File: src/rtl/irq_ctrl_pkg.sv
package irq_ctrl_pkg;
  typedef enum logic [1:0] {
    SEL_CTRL = 2'd0,
    SEL_EN   = 2'd1,
    SEL_PRIO = 2'd2,
    SEL_FLAG = 2'd3
  } reg_sel_e;

  localparam int CTRL_GLB     = 0;
  localparam int CTRL_LOGLB   = 1;
  localparam int CTRL_T16     = 2;
  localparam int CTRL_POL_LSB = 3;
endpackage

File: src/rtl/irq_sync2.sv
module irq_sync2 #(
  parameter int W = 1
) (
  input  logic         clk,
  input  logic         rst_n,
  input  logic [W-1:0] d,
  output logic [W-1:0] q
);
  logic [W-1:0] s1_q, s2_q;

  always_ff @(posedge clk or negedge rst_n) begin
    if (!rst_n) begin
      s1_q <= '0;
      s2_q <= '0;
    end else begin
      s1_q <= d;
      s2_q <= s1_q;
    end
  end

  assign q = s2_q;
endmodule

File: src/rtl/irq_event_detect.sv
module irq_event_detect #(
  parameter int EXT_PINS = 3,
  parameter int CHG_BITS = 4,
  parameter int TMR_W    = 16,
  localparam int NSRC    = EXT_PINS + 2,
  localparam int HALF_W  = TMR_W / 2
) (
  input  logic                clk,
  input  logic                rst_n,
  input  logic [EXT_PINS-1:0] pin_s,
  input  logic [EXT_PINS-1:0] pol,
  input  logic [CHG_BITS-1:0] chg_s,
  input  logic [TMR_W-1:0]    tmr_cnt,
  input  logic                tmr16,
  output logic [NSRC-1:0]     set_vec
);
  logic [EXT_PINS-1:0] pin_d;
  logic [CHG_BITS-1:0] chg_d;
  logic [TMR_W-1:0]    tmr_d;
  logic                roll8, roll16;

  always_ff @(posedge clk or negedge rst_n) begin
    if (!rst_n) begin
      pin_d <= '0;
      chg_d <= '0;
      tmr_d <= '0;
    end else begin
      pin_d <= pin_s;
      chg_d <= chg_s;
      tmr_d <= tmr_cnt;
    end
  end

  for (genvar gi = 0; gi < EXT_PINS; gi++) begin : g_edge
    always_comb begin
      if (pol[gi]) set_vec[gi] = pin_s[gi] & ~pin_d[gi];
      else         set_vec[gi] = ~pin_s[gi] & pin_d[gi];
    end
  end

  assign roll8  = (&tmr_d[HALF_W-1:0]) & ~(|tmr_cnt[HALF_W-1:0]);
  assign roll16 = (&tmr_d) & ~(|tmr_cnt);

  assign set_vec[EXT_PINS]   = tmr16 ? roll16 : roll8;
  assign set_vec[EXT_PINS+1] = |(chg_s ^ chg_d);
endmodule

File: src/rtl/irq_reg_file.sv
module irq_reg_file
  import irq_ctrl_pkg::*;
#(
  parameter int EXT_PINS = 3,
  parameter int DW       = 8,
  parameter int ADDR_W   = 2,
  localparam int NSRC    = EXT_PINS + 2
) (
  input  logic                clk,
  input  logic                rst_n,
  input  logic                reg_we,
  input  logic [ADDR_W-1:0]   reg_addr,
  input  logic [DW-1:0]       reg_wdata,
  output logic [DW-1:0]       reg_rdata,
  input  logic [NSRC-1:0]     set_vec,
  output logic                glb,
  output logic                lo_glb,
  output logic                tmr16,
  output logic [EXT_PINS-1:0] pol,
  output logic [NSRC-1:0]     en,
  output logic [NSRC-1:0]     prio_hi,
  output logic [NSRC-1:0]     flags
);
  logic [NSRC-1:1] prio_q;
  logic [NSRC-1:0] clr;
  reg_sel_e        sel;

  assign sel = reg_sel_e'(reg_addr[1:0]);
  assign clr = (reg_we && sel == SEL_FLAG) ? reg_wdata[NSRC-1:0] : '0;

  always_ff @(posedge clk or negedge rst_n) begin
    if (!rst_n) begin
      glb    <= 1'b0;
      lo_glb <= 1'b0;
      tmr16  <= 1'b0;
      pol    <= '1;
      en     <= '0;
      prio_q <= '0;
      flags  <= '0;
    end else begin
      if (reg_we && sel == SEL_CTRL) begin
        glb    <= reg_wdata[CTRL_GLB];
        lo_glb <= reg_wdata[CTRL_LOGLB];
        tmr16  <= reg_wdata[CTRL_T16];
        pol    <= reg_wdata[CTRL_POL_LSB +: EXT_PINS];
      end
      if (reg_we && sel == SEL_EN)   en     <= reg_wdata[NSRC-1:0];
      if (reg_we && sel == SEL_PRIO) prio_q <= reg_wdata[NSRC-1:1];
      flags <= (flags & ~clr) | set_vec;
    end
  end

  assign prio_hi = {prio_q, 1'b1};

  always_comb begin
    reg_rdata = '0;
    unique case (sel)
      SEL_CTRL: begin
        reg_rdata[CTRL_GLB]                  = glb;
        reg_rdata[CTRL_LOGLB]                = lo_glb;
        reg_rdata[CTRL_T16]                  = tmr16;
        reg_rdata[CTRL_POL_LSB +: EXT_PINS]  = pol;
      end
      SEL_EN:   reg_rdata[NSRC-1:0] = en;
      SEL_PRIO: reg_rdata[NSRC-1:0] = prio_hi;
      SEL_FLAG: reg_rdata[NSRC-1:0] = flags;
      default:  reg_rdata = '0;
    endcase
  end
endmodule

File: src/rtl/irq_ctrl_top.sv
module irq_ctrl_top #(
  parameter int EXT_PINS = 3,
  parameter int CHG_BITS = 4,
  parameter int TMR_W    = 16,
  parameter int DW       = 8,
  parameter int ADDR_W   = 2,
  localparam int NSRC    = EXT_PINS + 2
) (
  input  logic                clk,
  input  logic                rst_n,
  input  logic [EXT_PINS-1:0] ext_pin,
  input  logic [CHG_BITS-1:0] port_hi,
  input  logic [TMR_W-1:0]    tmr_cnt,
  input  logic                reg_we,
  input  logic [ADDR_W-1:0]   reg_addr,
  input  logic [DW-1:0]       reg_wdata,
  output logic [DW-1:0]       reg_rdata,
  output logic                irq_hi,
  output logic                irq_lo,
  output logic                wake
);
  logic [EXT_PINS-1:0] pin_s, pol_w;
  logic [CHG_BITS-1:0] chg_s;
  logic [NSRC-1:0]     set_w, en_w, prio_w, flag_w, act_w;
  logic                glb_w, lo_glb_w, t16_w;

  irq_sync2 #(.W(EXT_PINS)) u_pin_sync (
    .clk(clk), .rst_n(rst_n), .d(ext_pin), .q(pin_s)
  );

  irq_sync2 #(.W(CHG_BITS)) u_chg_sync (
    .clk(clk), .rst_n(rst_n), .d(port_hi), .q(chg_s)
  );

  irq_event_detect #(
    .EXT_PINS(EXT_PINS), .CHG_BITS(CHG_BITS), .TMR_W(TMR_W)
  ) u_evt (
    .clk(clk), .rst_n(rst_n), .pin_s(pin_s), .pol(pol_w), .chg_s(chg_s),
    .tmr_cnt(tmr_cnt), .tmr16(t16_w), .set_vec(set_w)
  );

  irq_reg_file #(
    .EXT_PINS(EXT_PINS), .DW(DW), .ADDR_W(ADDR_W)
  ) u_regs (
    .clk(clk), .rst_n(rst_n), .reg_we(reg_we), .reg_addr(reg_addr),
    .reg_wdata(reg_wdata), .reg_rdata(reg_rdata), .set_vec(set_w),
    .glb(glb_w), .lo_glb(lo_glb_w), .tmr16(t16_w), .pol(pol_w),
    .en(en_w), .prio_hi(prio_w), .flags(flag_w)
  );

  assign act_w = flag_w & en_w;

  always_comb begin
    irq_hi = glb_w & (|(act_w & prio_w));
    irq_lo = glb_w & lo_glb_w & (|(act_w & ~prio_w));
    wake   = |act_w[EXT_PINS-1:0];
  end
endmodule

File: config.mk
export PLATFORM = sky130hd
export DESIGN_NAME = irq_ctrl_top
export DESIGN_NICKNAME = d
export VERILOG_FILES = /design/src/rtl/irq_ctrl_pkg.sv /design/src/rtl/irq_sync2.sv /design/src/rtl/irq_event_detect.sv /design/src/rtl/irq_reg_file.sv /design/src/rtl/irq_ctrl_top.sv
export SDC_FILE = /design/constraint.sdc
export NUM_CORES = 1
export LEC_CHECK = 0
export ABC_AREA = 1
export BUFFER_PORTS_ARGS = -buffer_cell sky130_fd_sc_hd__buf_2
export CAP_MARGIN = 20
export CORE_MARGIN = 2
export CORE_UTILIZATION = 53
export DETAILED_ROUTE_END_ITERATION = 10
export PLACE_DENSITY = 0.83
export SYNTH_ARGS = -nofsm -noshare
export SYNTH_HDL_FRONTEND = slang
export SYNTH_SLANG_ARGS = --single-unit
File: constraint.sdc
create_clock -name clk -period 1.1 [get_ports clk]
set_input_delay 0.055 -clock clk [delete_from_list [all_inputs] [get_ports clk]]
set_output_delay 0.055 -clock clk [all_outputs]
set_load 0.05 [all_outputs]
# Word level (Yosys, flattened, before mapping)
# Cells that the tools add are included.
op_classes:
  n_addsub: 0
  mul: 0
  n_div: 0
  n_lt_le_gt_ge: 0
  eq_ne: 3
  shifts: 0
  muxes: 7
  bitwise_logic: 27
  n_reduce_logical: 13
op_table:
  columns: ["cell", "count"]
  rows:
  - ["AND 5 bit", 4]
  - ["case mux 5 bit (4 select lines)", 1]
  - ["AND reduction 16 bit", 1]
  - ["OR reduction 16 bit", 1]
  - ["AND 1 bit", 11]
  - ["inverter 5 bit", 2]
  - ["OR reduction 5 bit", 2]
  - ["inverter 1 bit", 8]
  - ["AND reduction 8 bit", 1]
  - ["OR reduction 8 bit", 1]
  - ["2-to-1 mux 1 bit", 5]
  - ["2-to-1 mux 5 bit", 1]
  - ["bitwise OR 5 bit", 1]
  - ["equality test 2 bit (second input constant)", 2]
  - ["logical AND 1 bit", 4]
  - ["OR reduction 4 bit", 1]
  - ["XOR 4 bit", 1]
  - ["OR reduction 3 bit", 1]
  - ["equality test 2 x 1 -> 1 bit (second input constant)", 1]
  - ["logical NOT 2 bit", 1]
word_totals:
  register_bits: 57
  latchBits: 0
  ramBits: 0
  romBits: 0
  input_bits: 36
  out_inout_bits: 11
  mem_count: 0

# Logic depth before layout (Yosys ltp)
depth:
  word_depth: 6
  mapped_depth: 8

# Modules after synthesis
# A second synthesis with hierarchy kept.
hier_totals:
  hier_cells: 239
  area_unflattened_um2: 2277.2
by_module_without_submodules:
  columns: ["mod", "instances", "cells_each", "area_each_um2", "seq_area_each_um2"]
  rows:
  - ["irq_reg_file", 1, 120, 993.5, 504.2]
  - ["irq_event_detect", 1, 74, 805.8, 575.6]
  - ["irq_sync2 (u_chg_sync)", 1, 8, 200.2, 200.2]
  - ["irq_sync2 (u_pin_sync)", 1, 6, 150.1, 150.1]
  - ["irq_ctrl_top", 1, 31, 127.6, 0.0]

# Worst setup path before layout
# Ideal clock, no wire load.
synth_path:
  path_kind: "register -> output"
  startpoint: "register u_regs.pol[0]"
  endpoint: "output port reg_rdata[3]"
  t_arrival_ns: 1.400
  required_ns: 1.045
  slack_ns: -0.355
  path_stages_with_launch: 3
  path_buffers: 0
  path_cell_list: "dfstp_2 inv_1 o2111ai_1"
synth_via:
  elab_chain_len: 1
synth_rtl:
  columns: ["item", "line_no", "source"]
  rows:
  - ["start, declared", "irq_reg_file.sv:19", "output logic [EXT_PINS-1:0] pol,"]
  - ["start signal, assigned", "irq_reg_file.sv:45", "pol <= reg_wdata[CTRL_POL_LSB +: EXT_PINS];"]
  - ["case mux 5 bit (4 select lines)", "irq_reg_file.sv:57", "unique case (sel)"]
  - ["end, declared", "irq_ctrl_top.sv:17", "output logic [DW-1:0] reg_rdata,"]
# No other way between the ends.

# Final worst setup path
layout_path:
  startpoint: "register u_regs.flags[1]"
  endpoint: "output port irq_lo"
layout_via:
  elab_chain_len: 4
layout_rtl:
  columns: ["item", "line_no", "source"]
  rows:
  - ["start, declared", "irq_reg_file.sv:22", "output logic [NSRC-1:0] flags"]
  - ["start signal, assigned", "irq_reg_file.sv:49", "flags <= (flags & ~clr) | set_vec;"]
  - ["AND 5 bit", "irq_ctrl_top.sv:51", "assign act_w = flag_w & en_w;"]
  - ["AND 5 bit", "irq_ctrl_top.sv:55", "irq_lo = glb_w & lo_glb_w & (|(act_w & ~prio_w));"]
  - ["OR reduction 5 bit", "irq_ctrl_top.sv:55", null]
  - ["AND 1 bit", "irq_ctrl_top.sv:55", null]
  - ["end, declared", "irq_ctrl_top.sv:19", "output logic irq_lo,"]
# No other way between the ends.

==> results.json <==
{
  "drc": 0,
  "synth_top_area_share_pct": 62.5,
  "synth-simple-area-share_pct": 19.6,
  "netlist_area_um2": 2160,
  "ys_ff_latch": 57,
  "period_share_pct": 129,
  "synth_top_cells_by_area": "dfrtp_1 62%, nand2_1 11%, nor2_1 3.8%",
  "top_usage_layer": "met2",
  "antenna_found_initial": 0,
  "worst_setup_path_start_kind": "flop",
  "die_x_um": 67.9,
  "met2_usage_pct": 39.0,
  "power_density_nw_per_um2": 1710,
  "yosysWarnings": 0,
  "use_met1_pct": 26.5,
  "p_leak_nw": 1.49,
  "synth_compound_area_share_pct": 8.16,
  "synthXorXnorAreaFrac_pct": 1.62,
  "ir_drop_v": 0.00103,
  "gr-total-overflow": 0,
  "cts_sinks": 57,
  "grt_start_max_net_pins": 58,
  "dieArea_um2": 4610,
  "syn_inst": 213,
  "seq_area_um2": 1430,
  "synth-adder-area-share_pct": 0,
  "drive_above_1_share_pct": 31.1,
  "seq_area_frac_synth_pct": 66.1,
  "coreArea_um2": 3970,
  "viasPerCell": 4.88,
  "layout_setup_ws_ps": -315,
  "yosysTopAreaCell": "dfrtp_1",
  "multi_input_area_um2": 679,
  "synthMuxAreaShare_pct": 0,
  "syn2layout_area_growth_pct": 42.2,
  "fin_nets": 340,
  "gp_congestion": 0.851,
  "worst_ep_arrival_time_ps": 1360,
  "grtUsageMet3_pct": 9.87,
  "grt_pass1_vias": 1664,
  "worstPathMaxFanout": 4,
  "end_kind": "output pin",
  "first_pass_iters": 4,
  "synth_top_family_by_area": "simple AND/OR/NAND/NOR gates",
  "clk_path_buf_depth": 2,
  "finalHoldViolCount": 0,
  "violations": "negative setup slack",
  "fin_util_pct": 77.4,
  "finalMaxSlewViolations": 0,
  "crit_required_ps": 1040,
  "io_pins": 47,
  "hpwl_um": 2620,
  "skew_ps": 4.67,
  "wl_per_cell_um": 13.1,
  "antennaDiodeCount": 0,
  "setup_viol": 9,
  "grt_usage_pct": 23.3,
  "cts_tree": "yes",
  "avgSynthCellArea_um2": 10.2,
  "path_clk_slew_ps": 60,
  "numCtsBuffers": 9,
  "h-tree-depth": 3,
  "dr_total_vias": 1752,
  "rsz0062_at_grt": "yes",
  "fillers": 257,
  "num_rows": 23,
  "status": "finished, violations left",
  "routed_wl_um": 4720,
  "fin_crit_ps": 1410,
  "hp-class": "primary input to flop",
  "antenna_left": 0,
  "postLayoutCellArea_um2": 3080,
  "max_freq_mhz": 707,
  "clock_latency_ps": 330,
  "drt_iter0_drc": 114,
  "place_area_um2": 2460,
  "synth.distinct_cells": 24,
  "cts_root_buf": "clkbuf_8",
  "start_util_pct": 54.5,
  "die_h_um": 67.9,
  "drv_cap": 0,
  "io_buffers": 42,
  "grt_pass1_wl_um": 7450,
  "critPathKind": "flop to output pin"
}
## worst max-delay path: stages (launching register included)
cell     delay [ps]
dfrtp_1         410
nand2_2          80
o22ai_1         180
nor2_1           90
nor2_2          100
buf_6           160
## final cells by class
type,instances,area share (%)
multi-input combinational,136,22.1
tap,50,2.03
inverter,18,2.20
clock buffer,13,4.84
timing repair buffer,82,21.0
clock inverter,3,1.30
sequential,57,46.5
## stage by stage
step	hold slack [ps]	power (mW)	cells	setup TNS [ps]	setup WS [ps]
after CTS	7.88	5.23	355	-1300	-264
after global routing	22.8	5.51	359	-1900	-397
after floorplan	-241	2.92	214	-186	-136
after global placement	67.5	3.13	305	0	26.8
after detailed placement	71.0	3.15	305	0	17.5
final	14.7	5.27	359	-1420	-315
## sequential cells by signal, indices dropped and copies added, names as in the netlist
| signal | count |
|---|---|
| u_chg_sync.q | 4 |
| u_chg_sync.s1_q | 4 |
| u_evt.chg_d | 4 |
| u_evt.pin_d | 3 |
| u_evt.tmr_d | 16 |
| u_pin_sync.q | 3 |
| u_pin_sync.s1_q | 3 |
| u_regs.en | 5 |
| u_regs.flags | 5 |
| u_regs.glb | 1 |
| u_regs.lo_glb | 1 |
| u_regs.pol | 3 |
| u_regs.prio_q | 4 |
| u_regs.tmr16 | 1 |
## layer usage
metal	share of wire, %	vias up
li1	-	864
met1	39	820
met2	53	57
met3	5.6	11
met4	2.0	0
met5	0	-
## cells in the mapped netlist, drive strengths merged
cell type and number:
a21oi 2, buf 3, conb 1, dfrtp 54, dfstp 3, inv 18, nand2 66, nand3 7
nand4 5, nor2 24, o2111ai 1, o211ai 3, o21ai 20, o22ai 2, xnor2 2, xor2 2
## power breakdown
group	leakage, nW	switching [mW]	internal (mW)
Sequential	0.664	0.129	2.28
Clock	0.0974	0.773	1.10
Combinational	0.728	0.552	0.428
Total	1.49	1.45	3.81
## kinds of logic (layout without fill, tap and decap cells)
kind of cell | after synthesis | in the layout
compound gates | 28 | 28
xor+xnor | 4 | 4
buf+inv | 21 | 116
flops | 57 | 57
other cells | 1 | 2
simple gates | 102 | 102
## cell usage in the layout (no fill, tap or decap)
master,n
nand2_1,60
dfrtp_1,54
buf_2,33
dlygate4sd3_1,27
nor2_1,20
o21ai_1,15
inv_1,13
buf_4,12
clkbuf_8,10
buf_6,9
nand2_2,6
nand3_1,6
inv_2,5
nand4_1,5
o21ai_2,5
o211ai_1,3
clkbuf_1,3
dfstp_2,3
nor2_2,2
nor2_4,2
a21oi_2,2
xor2_1,2
xnor2_1,2
conb_1,2
clkinv_2,2
o2111ai_2,1
nand3_2,1
o22ai_1,1
o22ai_2,1
bufinv_16,1
buf_12,1
## timing repair
action / in CTS / in global routing
gates resized for setup: 20 / 6
hold buffers: 27 / 0
pin swaps: 11 / 2
setup endpoints to repair: 9 / 9
cloned: 0 / 0
hold endpoints to repair: 83 / 0
buffers inserted: 7 / 4
## final timing paths
check	from	endpoint	slack, ps	cells after the start
hold / removal	reg_wdata[3]	u_regs.pol[0]	10	3
setup / recovery	u_regs.flags[1]	irq_lo	-310	5
hold reg to reg	u_chg_sync.s1_q[2]	u_chg_sync.q[2]	350	0
max in group asynchronous	rst_n	u_regs.pol[2]	560	3
setup reg to reg	u_regs.pol[2]	u_regs.flags[2]	120	4
min in group asynchronous	rst_n	u_regs.flags[0]	250	3
(Power assumes the default switching activity.)
